<file path="config.mk">
export PLATFORM = sky130hd
export DESIGN_NAME = wdog_two_stage
export DESIGN_NICKNAME = d
export VERILOG_FILES = /design/src/rtl/wdt_pkg.sv /design/src/rtl/wdt_status.sv /design/src/rtl/wdt_counter.sv /design/src/rtl/wdt_regs.sv /design/src/rtl/wdog_two_stage.sv
export SDC_FILE = /design/constraint.sdc
export NUM_CORES = 1
export LEC_CHECK = 0
export ABC_AREA = 1
export BUFFER_PORTS_ARGS = -buffer_cell sky130_fd_sc_hd__buf_2
export CAP_MARGIN = 20
export CORE_ASPECT_RATIO = 0.7
export CORE_MARGIN = 3
export CORE_UTILIZATION = 30
export CTS_CLUSTER_SIZE = 10
export DETAILED_ROUTE_END_ITERATION = 10
export PLACE_DENSITY = 0.51
export SLEW_MARGIN = 10
export SYNTH_ARGS = -nofsm -noshare
export SYNTH_HDL_FRONTEND = slang
export SYNTH_SLANG_ARGS = --single-unit
</file>
<file path="constraint.sdc">
create_clock -name clk -period 2.2 [get_ports clk]
set_clock_uncertainty 0.15 [all_clocks]
set_input_delay 0.55 -clock clk [delete_from_list [all_inputs] [get_ports clk]]
set_output_delay 0.55 -clock clk [all_outputs]
set_load 0.1 [all_outputs]
</file>
<file path="src/rtl/wdt_pkg.sv">
// Shared definitions for the two-stage watchdog: register addresses,
// status flag positions and the per-variant field geometry.
package wdt_pkg;

    localparam int ADDR_W = 2;
    localparam int NFLG   = 3;

    typedef enum logic [ADDR_W-1:0] {
        REG_CTRL   = 2'd0,
        REG_TIMER  = 2'd1,
        REG_RELOAD = 2'd2,
        REG_STATUS = 2'd3
    } wdt_reg_e;

    localparam int FLG_FIRST  = 0;
    localparam int FLG_SECOND = 1;
    localparam int FLG_BOOT   = 2;

    // Width of the timeout field for the chosen variant.
    function automatic int tw_f(input bit legacy);
        return legacy ? 6 : 10;
    endfunction

    // Smallest timeout accepted while running.
    function automatic int min_f(input bit legacy);
        return legacy ? 4 : 2;
    endfunction

    // Largest timeout accepted while running.
    function automatic int max_f(input bit legacy);
        return legacy ? 39 : 613;
    endfunction

endpackage

</file>
<file path="src/rtl/wdt_status.sv">
// Sticky status flags. Each flag is set by its event and cleared by a
// write-one strobe. Assumes the set and clear vectors are single-cycle
// strobes; a set wins over a clear in the same cycle.
module wdt_status #(
    parameter int N = 3
) (
    input  logic         clk,
    input  logic         rst_n,
    input  logic [N-1:0] set_i,
    input  logic [N-1:0] clr_i,
    output logic [N-1:0] flags_o
);

    for (genvar g = 0; g < N; g++) begin : g_flag
        logic flg_q;

        // Hold one flag: set has priority, write-one clears.
        always_ff @(posedge clk) begin
            if (!rst_n)
                flg_q <= 1'b0;
            else if (set_i[g])
                flg_q <= 1'b1;
            else if (clr_i[g])
                flg_q <= 1'b0;
        end

        assign flags_o[g] = flg_q;
    end

endmodule

</file>
<file path="src/rtl/wdt_counter.sv">
// Countdown core with the two-stage expiry. The counter decrements on
// each tick while not halted. At a count of one or below, a tick is an
// expiry: the first one arms the second stage, the second one requests a
// reset unless no-reboot is in effect. A reload refills the count and
// disarms the second stage. Assumes tick is a one-cycle enable.
module wdt_counter #(
    parameter int TW     = 10,
    parameter int DEF_TO = 4
) (
    input  logic          clk,
    input  logic          rst_n,
    input  logic          tick,
    input  logic          halt,
    input  logic          reload,
    input  logic          nr_eff,
    input  logic [TW-1:0] timeout,
    output logic [TW-1:0] cnt,
    output logic          exp_first,
    output logic          exp_second,
    output logic          rst_req
);

    logic armed2_q;
    logic rst_q;
    logic run_tick;
    logic at_end;

    assign run_tick   = tick && !halt && !reload;
    assign at_end     = (cnt <= TW'(1));
    assign exp_first  = run_tick && at_end && !armed2_q;
    assign exp_second = run_tick && at_end && armed2_q;
    assign rst_req    = rst_q;

    // Advance the count, track the armed second stage, and register the reset request.
    always_ff @(posedge clk) begin
        if (!rst_n) begin
            cnt      <= TW'(DEF_TO);
            armed2_q <= 1'b0;
            rst_q    <= 1'b0;
        end else begin
            rst_q <= exp_second && !nr_eff;
            if (reload) begin
                cnt      <= timeout;
                armed2_q <= 1'b0;
            end else if (run_tick) begin
                if (at_end) begin
                    cnt      <= timeout;
                    armed2_q <= !armed2_q;
                end else begin
                    cnt <= cnt - TW'(1);
                end
            end
        end
    end

endmodule

</file>
<file path="src/rtl/wdt_regs.sv">
// Register file of the watchdog: control (halt, no-reboot), timer
// (timeout field with a range check while running), reload strobe and
// the status write-one-clear strobes. Read data is registered on rd_en.
// Assumes one access per cycle and a bus at least 16 bits wide.
module wdt_regs
    import wdt_pkg::*;
#(
    parameter bit LEGACY = 1'b0,
    parameter int DATA_W = 16,
    parameter int DEF_TO = 4
) (
    input  logic              clk,
    input  logic              rst_n,
    input  logic              wr_en,
    input  logic              rd_en,
    input  logic [ADDR_W-1:0] addr,
    input  logic [DATA_W-1:0] wr_data,
    input  logic              strap,
    input  logic [NFLG-1:0]   flags,
    output logic              halt,
    output logic              nr_eff,
    output logic [tw_f(LEGACY)-1:0] timeout,
    output logic              reload,
    output logic              wr_timer,
    output logic [NFLG-1:0]   clr,
    output logic [DATA_W-1:0] rd_data
);

    localparam int TW   = tw_f(LEGACY);
    localparam int TMIN = min_f(LEGACY);
    localparam int TMAX = max_f(LEGACY);

    logic          nr_q;
    logic          wr_ctrl;
    logic [TW-1:0] field;
    logic          in_range;
    logic [DATA_W-1:0] rd_mux;
    logic          unused_bits;

    assign wr_ctrl  = wr_en && (addr == REG_CTRL);
    assign wr_timer = wr_en && (addr == REG_TIMER);
    assign reload   = wr_en && (addr == REG_RELOAD);
    assign clr      = (wr_en && (addr == REG_STATUS)) ? wr_data[NFLG-1:0] : '0;
    assign field    = wr_data[TW-1:0];
    assign in_range = (field >= TW'(TMIN)) && (field <= TW'(TMAX));
    assign nr_eff   = nr_q || strap;
    assign unused_bits = ^wr_data;

    // Control bits: halt starts set, software no-reboot starts clear.
    always_ff @(posedge clk) begin
        if (!rst_n) begin
            halt <= 1'b1;
            nr_q <= 1'b0;
        end else if (wr_ctrl) begin
            halt <= wr_data[0];
            nr_q <= wr_data[1];
        end
    end

    // Timeout field: any value while halted, only in-range values while running.
    always_ff @(posedge clk) begin
        if (!rst_n)
            timeout <= TW'(DEF_TO);
        else if (wr_timer && (halt || in_range))
            timeout <= field;
    end

    // Select the read value for the addressed register.
    always_comb begin
        rd_mux = '0;
        case (addr)
            REG_CTRL:   begin rd_mux[0] = halt; rd_mux[1] = nr_eff; end
            REG_TIMER:  rd_mux[TW-1:0] = timeout;
            REG_STATUS: rd_mux[NFLG-1:0] = flags;
            default:    rd_mux = '0;
        endcase
    end

    // Capture read data on a read strobe.
    always_ff @(posedge clk) begin
        if (!rst_n)
            rd_data <= '0;
        else if (rd_en)
            rd_data <= rd_mux;
    end

endmodule

</file>
<file path="src/rtl/wdog_two_stage.sv">
// Top of the two-stage watchdog. Connects the register file, the
// countdown core and the sticky status flags. The boot flag is set by the
// reset request itself, so it rises on the edge that ends the pulse.
module wdog_two_stage
    import wdt_pkg::*;
#(
    parameter bit LEGACY = 1'b0,
    parameter int DEF_TO = 4
) (
    input  logic        clk,
    input  logic        rst_n,
    input  logic        wr_en,
    input  logic        rd_en,
    input  logic [1:0]  addr,
    input  logic [15:0] wr_data,
    output logic [15:0] rd_data,
    input  logic        tick,
    input  logic        noreboot_strap,
    output logic        rst_req
);

    localparam int TW = tw_f(LEGACY);

    logic            halt_w;
    logic            nr_eff_w;
    logic            reload_w;
    logic            wr_timer_w;
    logic [TW-1:0]   timeout_w;
    logic [TW-1:0]   cnt_w;
    logic            exp_first_w;
    logic            exp_second_w;
    logic [NFLG-1:0] clr_w;
    logic [NFLG-1:0] set_w;
    logic [NFLG-1:0] flags_w;

    wdt_regs #(
        .LEGACY (LEGACY),
        .DATA_W (16),
        .DEF_TO (DEF_TO)
    ) u_regs (
        .clk      (clk),
        .rst_n    (rst_n),
        .wr_en    (wr_en),
        .rd_en    (rd_en),
        .addr     (addr),
        .wr_data  (wr_data),
        .strap    (noreboot_strap),
        .flags    (flags_w),
        .halt     (halt_w),
        .nr_eff   (nr_eff_w),
        .timeout  (timeout_w),
        .reload   (reload_w),
        .wr_timer (wr_timer_w),
        .clr      (clr_w),
        .rd_data  (rd_data)
    );

    wdt_counter #(
        .TW     (TW),
        .DEF_TO (DEF_TO)
    ) u_cnt (
        .clk        (clk),
        .rst_n      (rst_n),
        .tick       (tick),
        .halt       (halt_w),
        .reload     (reload_w),
        .nr_eff     (nr_eff_w),
        .timeout    (timeout_w),
        .cnt        (cnt_w),
        .exp_first  (exp_first_w),
        .exp_second (exp_second_w),
        .rst_req    (rst_req)
    );

    assign set_w[FLG_FIRST]  = exp_first_w;
    assign set_w[FLG_SECOND] = exp_second_w;
    assign set_w[FLG_BOOT]   = rst_req;

    wdt_status #(
        .N (NFLG)
    ) u_sts (
        .clk     (clk),
        .rst_n   (rst_n),
        .set_i   (set_w),
        .clr_i   (clr_w),
        .flags_o (flags_w)
    );

endmodule

</file>
### Word level (Yosys, flattened, before mapping)

Cells that the tools add are included.

| storage, ports and cells | value |
|---|---|
| bits in registers | 37 |
| bits of input ports | 24 |
| output and inout bits | 17 |
| logic and storage cells | 56 |

| operators by class | value |
|---|---|
| add/subtract/negate cells | 1 |
| $lt $le $gt $ge | 3 |
| eq/ne operators | 3 |
| multiplexer cells | 13 |
| bitwise operators | 1 |
| reduce and logical (&&, ||, !) cells | 25 |

Operators with widths:

| kind | number |
|---|---|
| two-way mux 10 bit | 3 |
| logical AND 1 bit | 12 |
| >= comparator 10 x 2 -> 1 bit (second input constant) | 1 |
| less-or-equal comparator 10 x 1 -> 1 bit (second input constant) | 1 |
| less-or-equal comparator 10 bit (second input constant) | 1 |
| subtractor 10 x 1 -> 10 bit (second input constant) | 1 |
| nonzero test 2 bit | 4 |
| two-way mux 7 bit | 1 |
| two-way mux 1 bit | 6 |
| one-hot mux 2 bit (3 select lines) | 1 |
| == test 2 bit (second input constant) | 2 |
| logical NOT 1 bit | 4 |
| two-way mux 3 bit | 1 |
| == test 2 x 1 -> 1 bit (second input constant) | 1 |
| logical NOT 2 bit | 1 |
| logical OR 1 bit | 2 |
| one-hot mux 1 bit (2 select lines) | 1 |
| AND reduction 2 bit | 1 |
| OR reduction 2 bit | 1 |
| inverter 1 bit | 1 |

### Longest topological paths before layout

Gate-level depths: netlist (run 1).

| depth | value |
|---|---|
| word-level depth | 7 |
| mapped depth | 11 |
| gate-level depth less buffers | 11 |

### By module

Synthesis (run 1) repeated with hierarchy kept, for this count alone.

| second synthesis, totals | value |
|---|---|
| cell total of the unflattened synthesis | 314 |
| area, all modules | 2133.3 µm² |

Modules (own cells, without submodules):

| module | instances | cells each | area each (µm²) | seq. area each (µm²) |
|---|---|---|---|---|
| wdt_regs | 1 | 164 | 1116.1 | 440.4 |
| wdt_counter | 1 | 131 | 882.1 | 240.2 |
| wdt_status | 1 | 19 | 135.1 | 60.1 |

### Least setup slack after synthesis (run 1)

Ideal clock, no wire load.

| path | value |
|---|---|
| path kind | flip-flop to flip-flop |
| start point | register u_cnt.cnt[0] |
| end point | register u_cnt.cnt[2] |
| setup time | 0.122 ns |
| data arrival time | 1.386 ns |
| required time | 1.928 ns |
| slack | 0.542 ns |
| stages on the path, launching flop included | 11 |
| buffers on the path | 0 |
| clock period less this slack | 1.658 ns |
| cell sequence | dfxtp_1 > inv_1 > ha_1 > inv_1 > nand2_1 > nand3_1 > nor2_2 > nor2_2 > o21ai_0 > nand3_1 > nand3_1 |

| between the ends | value |
|---|---|
| cells in the longest elaborated chain, start to end | 4 |
| elaborated cells between the ends (all ways) | 5 |
| classes of those cells | 1 x add/sub; 1 x order compare; 3 x mux |

Ends and longest elaborated chain:

| what | line | RTL |
|---|---|---|
| from (decl) | wdt_counter.sv:17 | `output logic [TW-1:0] cnt,` |
| from (signal assigned) | wdt_counter.sv:37 | `cnt <= TW'(DEF_TO);` |
| from (signal assigned) | wdt_counter.sv:43 | `cnt <= timeout;` |
| from (signal assigned) | wdt_counter.sv:47 | `cnt <= timeout;` |
| subtractor 10 x 1 -> 10 bit / less-or-equal comparator 10 x 1 -> 1 bit (equally long branches) | wdt_counter.sv:50, wdt_counter.sv:29 |  |
| two-way mux 10 bit (*) | wdt_counter.sv:46 | `if (at_end) begin` |
| two-way mux 10 bit (*) | wdt_counter.sv:45 | `end else if (run_tick) begin` |
| two-way mux 10 bit (*) | wdt_counter.sv:42 | `if (reload) begin` |

Every way passes the cells marked *; elsewhere a longest branch is shown, timed or not. The select of a mux whose other input is x is not followed.
A chain may end at the register's enable or synchronous reset.

### Worst setup path after layout (run 1)

Ends and elaborated chain as after synthesis.

==> flow_metrics.env, run 1 <==
export IMPL_io_pins=41
export IMPL_fill_cells=751
export IMPL_antenna_found_initial=0
export IMPL_fin_crit_ns=1.83
export IMPL_worst_skew_pair_late_latency_ns=0.29
export IMPL_port_buffers=28
export IMPL_syn2layout_area_growth_pct=14.7
export IMPL_cts_clk_slew_worst_paths_ns=0.08
export IMPL_clock_root_buffer="clkbuf_8"
export IMPL_core_area_um2=6370
export IMPL_crit_family="simple AND/OR/NAND/NOR gates"
export IMPL_r2r_start="u_cnt.cnt[0]$_SDFFE_PN0P_"
export IMPL_grt_pass1_wl_um=8930
export IMPL_drive_above_1_share_pct=16.0
export IMPL_ir_drop_v=0.000261
export IMPL_synth_top_area_share_pct=36.7
export IMPL_crit_path_end_kind="flip-flop"
export IMPL_crit_top_cell="nand3_1"
export IMPL_timing_fmax_mhz=547
export IMPL_synth_top_area_cell="dfxtp_1"
export IMPL_rsz0062_at_grt="false"
export IMPL_p_leak_nw=1.10
export IMPL_grt_pass1_vias=1770
export IMPL_syn_inst=307
export IMPL_finalCritPeriodShare_pct=83.1
export IMPL_syn_area_per_cell_um2=6.58
export IMPL_r2r_end="u_cnt.cnt[2]$_SDFFE_PN1P_"
export IMPL_cts_tree="built"
export IMPL_nets=363
export IMPL_p_total_w=0.00156
export IMPL_seq_area_frac_synth_pct=36.7
export IMPL_use_met1_pct=22.0
export IMPL_initial_core_util_pct=31.7
export IMPL_die_height_um=74.6
export IMPL_cp_slowest_stage_delay_ns=0.39
export IMPL_setup_viol=0
export IMPL_netlist_area_um2=2020
export IMPL_required_ns=2.23
export IMPL_cts_buffers_inserted=5
export IMPL_final_common_cell="nand2_1"
export IMPL_clock_sinks=37
export IMPL_via_per_inst=4.48
export IMPL_hold_viol=0
export IMPL_slew_viol_final=0
export IMPL_fin_util_pct=36.4
export IMPL_clk_path_buf_depth=2
export IMPL_wl_per_cell_um=12.0
export IMPL_pre_cts_ws_ns=0.247
export IMPL_cts_setup_buffers=0
export IMPL_min_path_type="in2reg"
export IMPL_ctsHoldBuffers=0
export IMPL_ant_nets=0
export IMPL_met3_usage_pct=3.77
export IMPL_gr_total_overflow=0
export IMPL_track_usage_pct=14.5
export IMPL_holdPathEnd="u_cnt.rst_req$_SDFF_PN0_"
export IMPL_grt_start_max_net_pins=21
export IMPL_synth_area_leaders="dfxtp_1 37%, nand2_1 14%, a21oi_1 7.9%, inv_1 7.2%, nand3_1 6.7%"
export IMPL_cap_violations=0
export IMPL_routed_wl_um=5130
export IMPL_rrSetupSlack_ns=0.37
export IMPL_diodes=0
export IMPL_finalSetupTns_ns=0
export IMPL_gp_congestion=0.846
export IMPL_critPathLaunchType="flip-flop"
export IMPL_criticalPathCategory="reg2reg"
export IMPL_holdPathStages=2
export IMPL_dieArea_um2=7770
export IMPL_synth_seq_cells=37
export IMPL_first_pass_iters=4
export IMPL_critPathMaxFanout=9
export IMPL_yosysWarnings=0
export IMPL_worst_r2r_path_depth=10
export IMPL_grt_met2_usage_pct=19.9
export IMPL_die_x_um=104
export IMPL_synth_distinct_cells=28
export IMPL_drt_initial_drc_count=107
export IMPL_std_cell_rows=24
export IMPL_post_route_drc_count=0
export IMPL_vias=1920
export IMPL_most_common_layout_cells="78 x nand2_1, 39 x inv_1, 37 x dfxtp_1"
export IMPL_place_hpwl_um=3950
export IMPL_worstPathCellList="inv_1 > ha_1 > inv_1 > nand2_1 > nand3_1 > nor2_2 > nor2_4 > o21ai_0 > nand3_1 > nand3_1"
export IMPL_crit_buf_inv=2
export IMPL_critical_path_arrival_ns=1.85
export IMPL_crit_slowest_cell="dfxtp_1"
export IMPL_fin_ws_ns=0.372
export IMPL_power_density_nw_per_um2=675
export IMPL_status="finished clean"
export IMPL_grt_busiest_layer="met1"
export IMPL_hp_start="noreboot_strap"
export IMPL_htree_num_levels=2
==> cells by family after synthesis <==
| family | synth area share [%] |
|---|---|
| simple gates | 31.5 |
| compound gates | 16.6 |
| buf+inv | 13.4 |
| flops | 36.7 |
| fa+ha+maj | 1.24 |
| xor+xnor | 0.434 |
| other cells | 0.186 |
==> sequential cells by signal, summed over array words and instances (netlist names) <==
register            cells
u_regs.nr_q             1
u_regs.timeout         10
u_sts.g_flag.flg_q      3
u_cnt.armed2_q          1
u_cnt.cnt              10
u_regs.rd_data         10
u_regs.halt             1
u_cnt.rst_req           1
==> synth_stat cells (all sizes together) <==
library cell	n
nand2	78
inv	41
dfxtp	37
a21oi	34
nor2	32
nand3	28
o21ai	23
buf	13
clkbuf	4
nor3	3
ha	2
nand3b	2
nand4	2
o21bai	2
or2	2
conb	1
o211ai	1
o221ai	1
xor2	1
==> worst reg2reg max path, delay by kind of cell (launching register included) <==
family / cells / cell delay [ns]
flip-flops: 1 / 0.39
adder cells (fa/ha/maj): 1 / 0.24
AO/OA/AOI/OAI: 1 / 0.13
buffers and inverters: 2 / 0.18
AND/OR/NAND/NOR: 6 / 0.62
==> worst max-delay path by stage <==
stage	start	to	cells after the start
3_5_place_dp	u_cnt.cnt[0]$_SDFFE_PN0P_	u_cnt.cnt[2]$_SDFFE_PN1P_	10
6_report	u_cnt.cnt[0]$_SDFFE_PN0P_	u_cnt.cnt[2]$_SDFFE_PN1P_	10
4_1_cts	u_cnt.cnt[0]$_SDFFE_PN0P_	u_cnt.cnt[2]$_SDFFE_PN1P_	10
3_3_place_gp	u_cnt.cnt[0]$_SDFFE_PN0P_	u_cnt.cnt[2]$_SDFFE_PN1P_	10
5_1_grt	u_cnt.cnt[0]$_SDFFE_PN0P_	u_cnt.cnt[2]$_SDFFE_PN1P_	10
2_1_floorplan	u_cnt.cnt[0]$_SDFFE_PN0P_	u_cnt.cnt[2]$_SDFFE_PN1P_	10
==> cell type report <==
class	count	area [um^2]	share of cell area [%]
Clock inverter	2	10.0	0.432
Inverter	41	154	6.65
Timing Repair Buffer	35	193	8.32
Sequential cell	37	741	32.0
Multi-Input combinational cell	217	1030	44.6
Clock buffer	6	72.6	3.13
Tap cell	91	114	4.92
==> per-stage QoR <==
stage,hold slack (ns),cell area [um^2],std cells
floorplan,0.265,2040,312
global placement,0.294,2230,421
finish,0.277,2320,429
detailed placement,0.298,2230,421
CTS,0.270,2310,429
global route,0.274,2320,429
==> power by group <==
part / total [W] / internal, W / switching, W / leakage [nW]
Clock: 0.000465 / 0.000220 / 0.000246 / 0.0450
Combinational: 0.000368 / 0.0000963 / 0.000271 / 0.751
Sequential: 0.000731 / 0.000703 / 0.0000280 / 0.302
==> routing by layer <==
layer	vias to the layer above	wire [um]
met5	-	0
met4	0	65
met3	8	312
met2	53	1850
met1	832	2900
li1	1027	-
==> repair_timing <==
item | in CTS | in global routing
setup endpoints to repair | 0 | 2
hold endpoints to repair | 0 | 0
resized for setup | 0 | 1
No activity file was read; power rests on OpenSTA's default activity.
==> run 2: changes to the inputs <==
- ABC_AREA: 1 -> 0
- PLACE_DENSITY: 0.51 -> 0.53
- clock period: 2.2 -> 1.6 ns (I/O delays scaled with it)
==> run 2 against run 1 <==
  * The flow now finishes with violations (setup timing)
  * Largest cell class unchanged
  * Critical path type unchanged
  * Power increased by 33%
  * Sequential cell count unchanged
  * Critical endpoint is now u_cnt.cnt[8]$_SDFFE_PN0P_
  * Via count down 2.8%
  * Sequential share of layout area decreased by 6.9 points
  * Fmax down 8.9%
  * Final cell count fell by 14%
  * Worst hold slack lost 0.13 ns
  * Synthesized area decreased by 11%
  * Register-to-register slack lost 0.78 ns
  * Non-clock buffer count grew 47
  * Utilization grew 18 points
  * Clock-buffer cell count increased by 1
==> flow_metrics.env, run 2 <==
export IMPL_status="finished, violations left"
export IMPL_violations="setup timing"
export IMPL_rsz0062_at_grt="true"
export IMPL_critPathMaxFanout=2
export IMPL_final_cell_area_um2=2980
export IMPL_fin_ws_ns=-0.407
export IMPL_synth_top_area_cell="dfxtp_1"
export IMPL_grt_pass1_wl_um=8830
export IMPL_hold_viol=0
export IMPL_required_ns=1.67
export IMPL_cts_clk_slew_worst_paths_ns=0.07
export IMPL_power_density_nw_per_um2=698
export IMPL_fin_crit_ns=2.01
export IMPL_holdPathStages=2
export IMPL_initial_core_util_pct=32.7
export IMPL_final_common_cell="buf_4"
export IMPL_nets=324
export IMPL_criticalPathCategory="reg2reg"
export IMPL_synth_top_area_share_pct=41.2
export IMPL_timing_fmax_mhz=498
export IMPL_ys_flop_type="dfxtp_1"
export IMPL_fin_util_pct=54.2
export IMPL_antenna_found_initial=0
export IMPL_wl_per_cell_um=15.0
export IMPL_ant_nets=0
export IMPL_crit_path_end_kind="flip-flop"
export IMPL_drive_above_1_share_pct=47.3
export IMPL_startpoint="u_cnt.cnt[0]$_SDFFE_PN0P_"
export IMPL_clock_sinks=37
export IMPL_p_leak_nw=1.14
export IMPL_ctsHoldBuffers=0
export IMPL_critPathLaunchType="flip-flop"
export IMPL_die_height_um=70.8
export IMPL_netlist_area_um2=1800
export IMPL_min_path_type="in2reg"
export IMPL_vias=1866
export IMPL_cts_buffers_inserted=5
export IMPL_via_per_inst=5.04
export IMPL_synth_area_leaders="dfxtp_1 41%, nand3_1 6.4%, nand2_1 5.0%, a21oi_1 4.2%, o21ai_1 3.6%"
export IMPL_gr_total_overflow=0
export IMPL_p_total_w=0.00208
export IMPL_die_x_um=98.6
export IMPL_dieArea_um2=6980
export IMPL_htree_num_levels=2
export IMPL_synth_edf_count=0
export IMPL_syn2layout_area_growth_pct=65.8
export IMPL_cp_slowest_stage_delay_ns=0.40
export IMPL_place_hpwl_um=4010
export IMPL_routed_wl_um=5560
export IMPL_synth_top_family_by_area="simple AND/OR/NAND/NOR gates"
export IMPL_worst_skew_pair_late_latency_ns=0.29
export IMPL_async_flop_share_pct=0
export IMPL_io_pins=41
export IMPL_core_area_um2=5510
export IMPL_most_common_layout_cells="42 x buf_4, 32 x dfxtp_1, 22 x nand2_1"
export IMPL_yosys_area_share_simple_pct=29.3
export IMPL_setup_viol=22
export IMPL_top_regs="u_cnt.cnt: 10 flops, u_regs.rd_data: 10 flops, u_regs.timeout: 10 flops"
export IMPL_syn_inst=221
export IMPL_muxShareOfSynthArea_pct=2.85
export IMPL_seq_area_frac_synth_pct=41.2
export IMPL_finalCritPeriodShare_pct=125
export IMPL_ir_drop_v=0.000311
export IMPL_cap_violations=0
export IMPL_diodes=0
export IMPL_synth_distinct_cells=43
export IMPL_clk_path_buf_depth=2
export IMPL_clock_root_buffer="clkbuf_8"
export IMPL_track_usage_pct=15.8
export IMPL_yosysMostFrequentCell="dfxtp_1"
export IMPL_grt_start_max_net_pins=24
export IMPL_syn_area_per_cell_um2=8.14
export IMPL_synth_commonest_cells="37 x dfxtp_1, 24 x nand2_1, 23 x nand3_1, 15 x a21oi_1, 14 x nor2_1"
export IMPL_synth_compound_area_share_pct=18.2
export IMPL_yosys_area_share_adder_pct=1.39
export IMPL_std_cell_rows=22
export IMPL_synth_xor_area_share_pct=0.974
export IMPL_place_area_um2=2550
export IMPL_hp_start="noreboot_strap"
export IMPL_post_route_drc_count=0
export IMPL_worstPathCellList="inv_2 > ha_4 > nand3b_4 > or3_4 > or3_1 > or4_1 > a31oi_1"
export IMPL_worst_r2r_path_depth=7
export IMPL_gp_congestion=0.890
export IMPL_crit_slowest_cell="or4_1"
export IMPL_port_buffers=28
export IMPL_synth_seq_cells=37
export IMPL_critical_path_arrival_ns=2.08
export IMPL_grt_pass1_vias=1761
export IMPL_yosysWarnings=0
export IMPL_fill_cells=518
export IMPL_first_pass_iters=4
export IMPL_cts_tree="built"
export IMPL_r2r_start="u_cnt.cnt[0]$_SDFFE_PN0P_"
export IMPL_drt_initial_drc_count=74
export IMPL_slew_viol_final=0
[run 2: logic make-up after synthesis]
group,after synthesis
xor gates and xnor gates,2
AOI/OAI and AO/OA,52
buffers and inverters,22
muxes,5
other,1
and+or+nand+nor,100
DFF,37
adders and majority gates,2
[run 2: through the flow]
step / cells / hold slack [ns] / setup WS, ns / TNS (ns)
final: 370 / 0.144 / -0.407 / -3.13
after global routing: 370 / 0.130 / -0.500 / -4.36
after CTS: 366 / 0.140 / -0.389 / -2.97
after detailed placement: 356 / 0.291 / -0.452 / -6.24
after global placement: 356 / 0.291 / -0.415 / -5.96
after floorplan: 226 / 0.272 / -0.435 / -1.91
[run 2: report_power, final]
part	switching, W	internal, W
sequential	0.0000215	0.000944
clock	0.000319	0.000342
combinational	0.000273	0.000184
[run 2: per-layer routing]
layer	up-vias	GRT usage [%]	share of wire, %	wire (um)
li1	951	-	-	-
met1	867	22.7	51	2820
met2	44	23.1	44	2430
met3	4	5.32	4.9	275
met4	0	2.73	0.56	31
met5	-	0	0	0
[run 2: cell type report]
cell class	instances	area, um^2	share of cell area [%]
Sequential cell	37	747	25.0
Clock buffer	7	86.3	2.89
Inverter	5	18.8	0.629
Multi-Input combinational cell	167	1260	42.2
Tap cell	72	90.1	3.02
Timing Repair Buffer	82	781	26.2
[run 2: critical path, delay by kind of cell (launching register included)]
kind,cells,cell delay [ns]
AOI/OAI and AO/OA,1,0.13
adders and majority gates,1,0.14
buffers and inverters,1,0.07
DFF,1,0.33
and+or+nand+nor,4,1.13
[run 2: worst paths after layout]
check	slack, ns	endpoint
min	0.14	u_cnt.rst_req$_SDFF_PN0_
max reg2reg	-0.41	u_cnt.cnt[8]$_SDFFE_PN0P_
max	-0.41	u_cnt.cnt[8]$_SDFFE_PN0P_
min reg2reg	0.31	u_cnt.rst_req$_SDFF_PN0_
[run 2: timing repair]
| action | in CTS | in global routing |
|---|---|---|
| gates resized for setup | 43 | 25 |
| endpoints found under the setup margin | 24 | 24 |
| buffers inserted | 3 | 7 |
| pin swaps | 13 | 21 |
